### src/rtl/rx_ring_writer.sv
module rx_ring_writer #(
  parameter int AW    = 8,
  parameter int CNT_W = 16
) (
  input  logic             clk,
  input  logic             rst_n,
  input  logic [AW-1:0]    host_rd_ptr,
  input  logic             frm_start,
  input  logic [15:0]      frm_len,
  input  logic             frm_valid,
  input  logic [7:0]       frm_data,
  input  logic             frm_last,
  input  logic [1:0]       irq_clr,
  output logic             mem_we,
  output logic [AW-1:0]    mem_addr,
  output logic [3:0]       mem_be,
  output logic [31:0]      mem_wdata,
  output logic [AW-1:0]    wr_ptr,
  output logic [1:0]       irq_status,
  output logic [CNT_W-1:0] missed_cnt
);
  localparam int NW = ((AW > 17) ? AW : 17) + 1;

  logic          acc, drop, hdr_pend;
  logic [AW-1:0] cur, hdr_addr;
  logic [15:0]   hdr_len;

  logic [AW-1:0] avail;
  logic [NW-1:0] need;
  logic          no_room, admit_ovf, take, missed_full;
  logic [AW-1:0] nxt, nxt_al;

  assign avail       = host_rd_ptr - wr_ptr;
  assign need        = (NW'(frm_len) + NW'(11)) & ~NW'(3);
  assign no_room     = (avail != '0) && (need >= NW'(avail));
  assign admit_ovf   = frm_start && no_room;
  assign take        = frm_valid && acc;
  assign missed_full = &missed_cnt;
  assign nxt         = cur + AW'(1);
  assign nxt_al      = (nxt + AW'(3)) & ~AW'(3);

  assign mem_we    = take || hdr_pend;
  assign mem_addr  = hdr_pend ? hdr_addr : cur;
  assign mem_be    = hdr_pend ? 4'hF : (4'b0001 << cur[1:0]);
  assign mem_wdata = hdr_pend ? {hdr_len, 15'd0, 1'b1} : {4{frm_data}};

  always_ff @(posedge clk) begin
    if (!rst_n) begin
      acc        <= 1'b0;
      drop       <= 1'b0;
      hdr_pend   <= 1'b0;
      cur        <= '0;
      hdr_addr   <= '0;
      hdr_len    <= '0;
      wr_ptr     <= '0;
      irq_status <= '0;
      missed_cnt <= '0;
    end else begin
      hdr_pend <= take && frm_last;
      if (frm_start) begin
        acc  <= !no_room;
        drop <= no_room;
        if (!no_room) begin
          hdr_addr <= wr_ptr;
          hdr_len  <= frm_len;
          cur      <= wr_ptr + AW'(4);
        end
      end else if (take) begin
        cur <= nxt;
        if (frm_last) begin
          acc    <= 1'b0;
          wr_ptr <= nxt_al;
        end
      end else if (frm_valid && drop && frm_last) begin
        drop <= 1'b0;
      end
      if (admit_ovf && !missed_full) missed_cnt <= missed_cnt + CNT_W'(1);
      irq_status[0] <= hdr_pend  | (irq_status[0] & ~irq_clr[0]);
      irq_status[1] <= admit_ovf | (irq_status[1] & ~irq_clr[1]);
    end
  end


  ovf_nowrite_chk: assert property (@(posedge clk) disable iff (!rst_n)
    admit_ovf |=> !mem_we);

  ovf_ptr_hold_chk: assert property (@(posedge clk) disable iff (!rst_n)
    admit_ovf |=> ($stable(wr_ptr) && irq_status[1]));

  hdr_after_last_chk: assert property (@(posedge clk) disable iff (!rst_n)
    (take && frm_last) |=> (mem_we && mem_be == 4'hF && mem_addr[1:0] == 2'b00));

  ok_irq_chk: assert property (@(posedge clk) disable iff (!rst_n)
    (mem_we && mem_be == 4'hF) |=> irq_status[0]);

  missed_sat_chk: assert property (@(posedge clk) disable iff (!rst_n)
    missed_full |=> missed_full);
endmodule

### config.mk
export PLATFORM = sky130hd
export DESIGN_NAME = rx_ring_writer
export DESIGN_NICKNAME = d
export VERILOG_FILES = /design/src/rtl/rx_ring_writer.sv
export SDC_FILE = /design/constraint.sdc
export NUM_CORES = 1
export LEC_CHECK = 0
export CELL_PAD_IN_SITES_DETAIL_PLACEMENT = 1
export CELL_PAD_IN_SITES_GLOBAL_PLACEMENT = 2
export CORE_UTILIZATION = 26
export DETAILED_ROUTE_END_ITERATION = 16
export PLACE_DENSITY_LB_ADDON = 0.1
export SLEW_MARGIN = 20
export SYNTH_ARGS = -nofsm -noshare
export SYNTH_HDL_FRONTEND = slang
export SYNTH_SLANG_ARGS = --single-unit
### constraint.sdc
create_clock -name clk -period 4.8 [get_ports clk]
set_input_delay 0.72 -clock clk [delete_from_list [all_inputs] [get_ports clk]]
set_output_delay 0.72 -clock clk [all_outputs]
set_load 0.02 [all_outputs]
==> run metrics, run 1 <==
post-DR wirelength/cell=15.18 um; final worst slack=742.7 ps; fin nets=630; Hold Slack=464.0 ps; Total Routing Usage GR=16.15%; start of the worst register-to-register path=wr_ptr[2]$_SDFFE_PN0P_; Critical Path RT=a little under 5000 ps; 1st-iter DRT viols=between 150 and 200; EDFF count, synth=0; family with the most delay on the worst path=simple AND/OR/NAND/NOR gates; hpwl dp=between 8 and 9 mm; Final Hold Fails=0; post-CTS setup buffers=0; Total Routed Length=roughly 11 mm; flop and latch count out of synthesis=56; Max Slew Vio Count=0; commonest non-fill, non-tap cell in the layout=clkdlybuf4s50_1; post-place setup slack=396.3 ps; Final Wtd Congestion=approximately 0.8; largest net degree at the start of global routing=slightly above 50; CP dominant cell by count=inv_1; Synth cell types=56; Post-CTS Resized=0; fin crit share=84.53%; sequential area share after synthesis=~30%; FF-to-FF setup slack=980 ps; RSZ-0062 raised after global routing=false; DP Cell Count=745; Setup crit end kind=flop; vias per inst=4.857; Max-Cap Viols=0; status=completed; CP Cell Sequence=clkdlybuf4s50_1, inv_1, ha_1, inv_1, fa_1, and3_1, or3_1, and2_1, inv_1, ha_1, or2_2, a211oi_1, a31oi_1, a211oi_2, o21ai_2, buf_4, nand3_1, o21ai_0; cell area after synthesis=around 3700 um2; most frequent cells in the layout=106 x clkdlybuf4s50_1, 78 x nand2_1, 56 x dfxtp_1; Port Buf Inserts=107; synth top area cells=dfxtp_1 30%, nand2_1 8.0%, ha_1 6.1%; Cells after Synth=around 500; largest area contributor in the netlist=dfxtp_1; Die W=121.0 um; maximum buffer depth of the clock tree=2; Stages on worst setup path=18; cts-stage hold buffer count=0; Clock Skew=8.665 ps; Die H=121.0 um; Main synth FF type=dfxtp_1; worst slew pin tran=881.5 ps; Num CTS Buffers=5; Rel. slew slack=41.23%; Pwr Density=208.6 nW/um2; syn avg cell area=7.561 um2; Crit path largest cell delay=390 ps; Slowest-stage cell, CP=clkdlybuf4s50_1; clk sinks=between 50 and 60; global-route wire length before repair=18.81 mm; Crit path arrival time=around 4200 ps; Yosys top cell area share=approximately 30%; Post-DRT Antenna Nets=0; min Tclk post-route=slightly above 4000 ps; detailed-route DRC error count=0; startpoint types=primary input; CTS HTree Levels=2; worst setup path category=in2reg; critical path startpoint=host_rd_ptr[2]; Setup Viol. Count Final=0; yosys warns=0; Core Region=13,830 um2; Max VDD drop=128.4 uV; initial core utilization=26.63%; clock latency on the worst-skew pair=approximately 300 ps; layout cell share with drive strength beyond 1=6.457%; Via Count=about 3,700; # IOs=110; post-route setup TNS=0 ps; synthesis-to-finish area growth=34.66%; Lkg Pwr=1.771 nW; max frequency=around 250 MHz; post-route non-filler standard cell count=753; Rows=43; CP endpoint=hdr_len[3]$_SDFFE_PN0P_; reg-to-reg endpoint=hdr_len[3]$_SDFFE_PN0P_; DIE AREA=14,640 um2; initial antenna violation count=0; ys async rst share=0%; Hold Crit Class=reg2reg; TritonCTS clock tree=done; CP Max Fanout=32; Buf/Inv on CP=5; clock-pin slew on the worst setup and hold paths=70 ps; grt total ovfl=0; R2R depth=16; clk root buf=clkbuf_16; n_diodes=0; DR pass1 iterations=5; number of global-route vias before repair=3,701
-- cells in the mapped netlist, drive strengths merged, types with 2 or more instances --
| library cell | number |
|---|---|
| a211o | 2 |
| a211oi | 2 |
| a21oi | 34 |
| a31oi | 7 |
| and2 | 5 |
| and3 | 4 |
| and4 | 3 |
| buf | 20 |
| clkbuf | 14 |
| dfxtp | 56 |
| ha | 18 |
| inv | 24 |
| mux2 | 7 |
| mux2i | 3 |
| nand2 | 79 |
| nand2b | 12 |
| nand3 | 42 |
| nand3b | 2 |
| nand4 | 7 |
| nor2 | 26 |
| nor3 | 7 |
| o211ai | 4 |
| o21a | 4 |
| o21ai | 37 |
| o22ai | 3 |
| o2bb2ai | 2 |
| o31ai | 8 |
| or2 | 8 |
| or3 | 12 |
| or4 | 3 |
| xnor2 | 11 |
| xor2 | 10 |
-- metal layers --
layer / vias up / GRT usage, % / wire, um
met5: - / 0 / 0
met4: 0 / 3.164 / 116
met1: 1735 / 21.14 / 5515
li1: 1846 / - / -
met2: 70 / 27.93 / 5329
met3: 6 / 2.538 / 468
-- state kept, by name, summed over array words and instances, names as in the netlist --
name        flops
missed_cnt     16
hdr_addr        6
irq_status      2
cur             8
acc             1
hdr_pend        1
hdr_len        16
wr_ptr          6
-- how the worst min path moves through the flow --
stage,start,endpoint,depth (start not counted)
CTS,hdr_len[12]$_SDFFE_PN0P_,hdr_len[12]$_SDFFE_PN0P_,2
finish,hdr_len[12]$_SDFFE_PN0P_,hdr_len[12]$_SDFFE_PN0P_,2
floorplan,hdr_len[11]$_SDFFE_PN0P_,hdr_len[11]$_SDFFE_PN0P_,2
global placement,hdr_len[14]$_SDFFE_PN0P_,hdr_len[14]$_SDFFE_PN0P_,2
detailed placement,hdr_len[12]$_SDFFE_PN0P_,hdr_len[12]$_SDFFE_PN0P_,2
global route,hdr_len[14]$_SDFFE_PN0P_,hdr_len[14]$_SDFFE_PN0P_,2
-- metrics by stage --
step           power, mW  util, %  area [um2]
2_1_floorplan     0.5891        -        3686
3_3_place_gp      0.6740    34.81        4813
3_5_place_dp      0.6767    34.81        4813
4_1_cts            1.054    35.86        4959
5_1_grt            1.086    35.86        4959
6_report           1.035    35.86        4959
-- cell families (layout without fill, tap and decap cells) --
| family | Yosys count | in the layout | synth area share (%) |
|---|---|---|---|
| flip-flops | 56 | 56 | 30.45 |
| buffers and inverters | 58 | 143 | 7.713 |
| multiplexers | 10 | 10 | 2.956 |
| AO/OA/AOI/OAI | 108 | 108 | 18.01 |
| AND/OR/NAND/NOR | 214 | 214 | 29.12 |
| XOR/XNOR | 21 | 21 | 4.995 |
| other | 1 | 2 | 0.1018 |
| adder cells (fa/ha/maj) | 19 | 19 | 6.660 |
-- cell type report --
cell class / count / area [um2]
sequential: 56 / 1121
tap: 180 / 225.2
inverter: 24 / 90.09
fill: 1696 / 8869
clock inverter: 2 / 16.27
clock buffer: 6 / 128.9
multi-input combinational: 374 / 2281
timing repair buffer: 111 / 1096
-- worst reg2reg max path: cells and delay by family, from the launching register on --
family / cells / cell delay (ps)
buffers and inverters: 3 / 380
and+or+nand+nor: 5 / 1100
DFF: 1 / 550
adders and majority gates: 3 / 850
AOI/OAI and AO/OA: 5 / 840
-- power by group --
| group | switching (mW) | leakage, nW | internal (mW) | total (mW) |
|---|---|---|---|---|
| clock network | 0.176 | 0.0671 | 0.195 | 0.371 |
| registers | 0.00569 | 0.452 | 0.468 | 0.473 |
| logic | 0.100 | 1.25 | 0.0895 | 0.190 |
| total | 0.282 | 1.77 | 0.753 | 1.03 |
Power figures use the tool's default switching activity.
==> inputs of run 2 (changes only) <==
==> constraint.sdc (replaced) <==
create_clock -name clk -period 4 [get_ports clk]
set_input_delay 0.6 -clock clk [delete_from_list [all_inputs] [get_ports clk]]
set_output_delay 0.6 -clock clk [all_outputs]
set_load 0.02 [all_outputs]
==> run metrics, run 2 (synthesized netlist as in run 1, its figures left out) <==
status=completed (unchanged); Setup Viol. Count Final=0 (unchanged); DR pass1 iterations=4 (was 5); Max Slew Vio Count=0 (unchanged); Crit path arrival time=4040 ps (was 4230 ps); Critical Path RT=4240 ps (was 4970 ps); reg-to-reg endpoint=cur[5]$_SDFFE_PN0P_ (was hdr_len[3]$_SDFFE_PN0P_); most frequent cells in the layout=106 x clkdlybuf4s50_1, 78 x nand2_1, 56 x dfxtp_1 (unchanged); Clock Skew=8.126 ps (was 8.665 ps); clock-pin slew on the worst setup and hold paths=80 ps (was 70 ps); worst slew pin tran=684.2 ps (was 881.5 ps); Final Wtd Congestion=0.7502 (was 0.7772); placed cell areas=4883 um2 (was 4813 um2); number of global-route vias before repair=3,633 (was 3,701); Post-DRT Antenna Nets=0 (unchanged); Hold Slack=464.0 ps (about the same); fin crit share=94.96%; Hold Crit Class=reg2reg (unchanged); hpwl dp=8.769 mm (was 8.862 mm); Die H=121.0 um (unchanged); Final Core Density=37.54% (was 35.86%); R2R depth=16 (unchanged); Num CTS Buffers=5 (unchanged); clk root buf=clkbuf_16 (unchanged); post-route setup TNS=0 ps (unchanged); Core Region=13,830 um2 (unchanged); Via Count=3,705 (was 3,657); CP Max Fanout=8 (was 32); CP endpoint=cur[5]$_SDFFE_PN0P_ (was hdr_len[3]$_SDFFE_PN0P_); grt total ovfl=0 (unchanged); final worst slack=201.5 ps (was 742.7 ps); FF/Latch Area=1121 um2 (unchanged); post-route non-filler standard cell count=765 (was 753); Total Routing Usage GR=16.42% (was 16.15%); detailed-route DRC error count=0 (unchanged); global-route wire length before repair=18.77 mm (was 18.81 mm); Die W=121.0 um (unchanged); Rows=43 (unchanged); post-route cell area=5190 um2 (was 4959 um2); CTS HTree Levels=2 (unchanged); Rel. slew slack=54.24% (was 41.23%); Pwr Density=245.0 nW/um2 (was 208.6 nW/um2); layout cell share with drive strength beyond 1=9.744% (was 6.457%); maximum buffer depth of the clock tree=2 (unchanged); post-DR wirelength/cell=15.79 um (was 15.18 um); DP Cell Count=751 (was 745); fin nets=643 (was 630); clock latency on the worst-skew pair=300 ps (about the same); vias per inst=4.843 (was 4.857); min Tclk post-route=approximately 3800 ps; critical path startpoint=host_rd_ptr[2] (unchanged); Port Buf Inserts=107 (unchanged); Setup crit end kind=flop (unchanged); Final Hold Fails=0 (unchanged); 1st-iter DRT viols=128 (was 155); multi-input logic area=2317 um2 (was 2281 um2); start of the worst register-to-register path=wr_ptr[2]$_SDFFE_PN0P_ (unchanged); n_diodes=0 (unchanged); commonest non-fill, non-tap cell in the layout=clkdlybuf4s50_1 (unchanged); TritonCTS clock tree=done (unchanged); Total Power=1.271 mW (was 1.035 mW); worst setup path category=in2reg (unchanged); max frequency=~260 MHz; initial antenna violation count=0 (unchanged); startpoint types=primary input (unchanged); FF-to-FF setup slack=550 ps (was 980 ps); # IOs=110 (unchanged); final-layout fill cell count=1,687 (was 1,696); synthesis-to-finish area growth=40.94% (was 34.66%); Lkg Pwr=1.894 nW (was 1.771 nW); DIE AREA=14,640 um2 (unchanged); RSZ-0062 raised after global routing=false (unchanged); Max VDD drop=140.0 uV (was 128.4 uV); Max-Cap Viols=0 (unchanged); biggest regs=hdr_len x16, missed_cnt x16, cur x8 (unchanged); Total Routed Length=12.08 mm (was 11.43 mm); largest net degree at the start of global routing=51 (unchanged); clk sinks=56 (unchanged); initial core utilization=26.63% (unchanged); post-place setup slack=-151.0 ps (was 396.3 ps)
## run 2: layout make-up
| cell class | count | area share (%) |
|---|---|---|
| clock inverters | 1 | 0.1688 |
| clock buffers | 6 | 2.676 |
| well taps | 180 | 4.339 |
| flip-flops and latches | 56 | 21.60 |
| repair buffers | 124 | 24.83 |
| inverters | 24 | 1.736 |
| multi-input cells | 374 | 44.65 |
## run 2: layer usage
layer,track usage [%],vias up,part of all wire [%]
li1,-,1877,-
met1,21.89,1740,47
met2,27.18,78,48
met3,2.820,10,4.1
met4,4.321,0,1.2
met5,0,-,0
## run 2: power by group
part | switching [mW] | leakage [nW] | internal, mW
Combinational | 0.123 | 1.37 | 0.114
Sequential | 0.00651 | 0.452 | 0.561
Clock | 0.218 | 0.0729 | 0.248
## run 2: timing repair
item / CTS / global route
resized for setup: 0 / 8
hold buffers: 0 / 0
endpoints found under the setup margin: 0 / 40
setup buffers: 0 / 3
## run 2: how the worst min path moves through the flow
stage / startpoint / end / cells past startpoint
after global placement: hdr_len[12]$_SDFFE_PN0P_ / hdr_len[12]$_SDFFE_PN0P_ / 2
final: hdr_len[14]$_SDFFE_PN0P_ / hdr_len[14]$_SDFFE_PN0P_ / 2
after CTS: hdr_len[14]$_SDFFE_PN0P_ / hdr_len[14]$_SDFFE_PN0P_ / 2
after floorplan: hdr_len[11]$_SDFFE_PN0P_ / hdr_len[11]$_SDFFE_PN0P_ / 2
after global routing: hdr_addr[3]$_SDFFE_PN0P_ / hdr_addr[3]$_SDFFE_PN0P_ / 2
after detailed placement: hdr_len[14]$_SDFFE_PN0P_ / hdr_len[14]$_SDFFE_PN0P_ / 2
## run 2: critical path: stages
cell             delay [ps]
clkdlybuf4s50_1         390
inv_1                    60
ha_2                    170
inv_1                    60
fa_2                    380
and3_4                  150
or3_1                   310
and2_1                  140
inv_1                    50
ha_1                    210
or2_4                   230
a211oi_2                210
a31oi_2                  80
a211oi_2                330
o21ai_4                 190
clkbuf_16               250
o22ai_1                 120
o2bb2ai_1               120
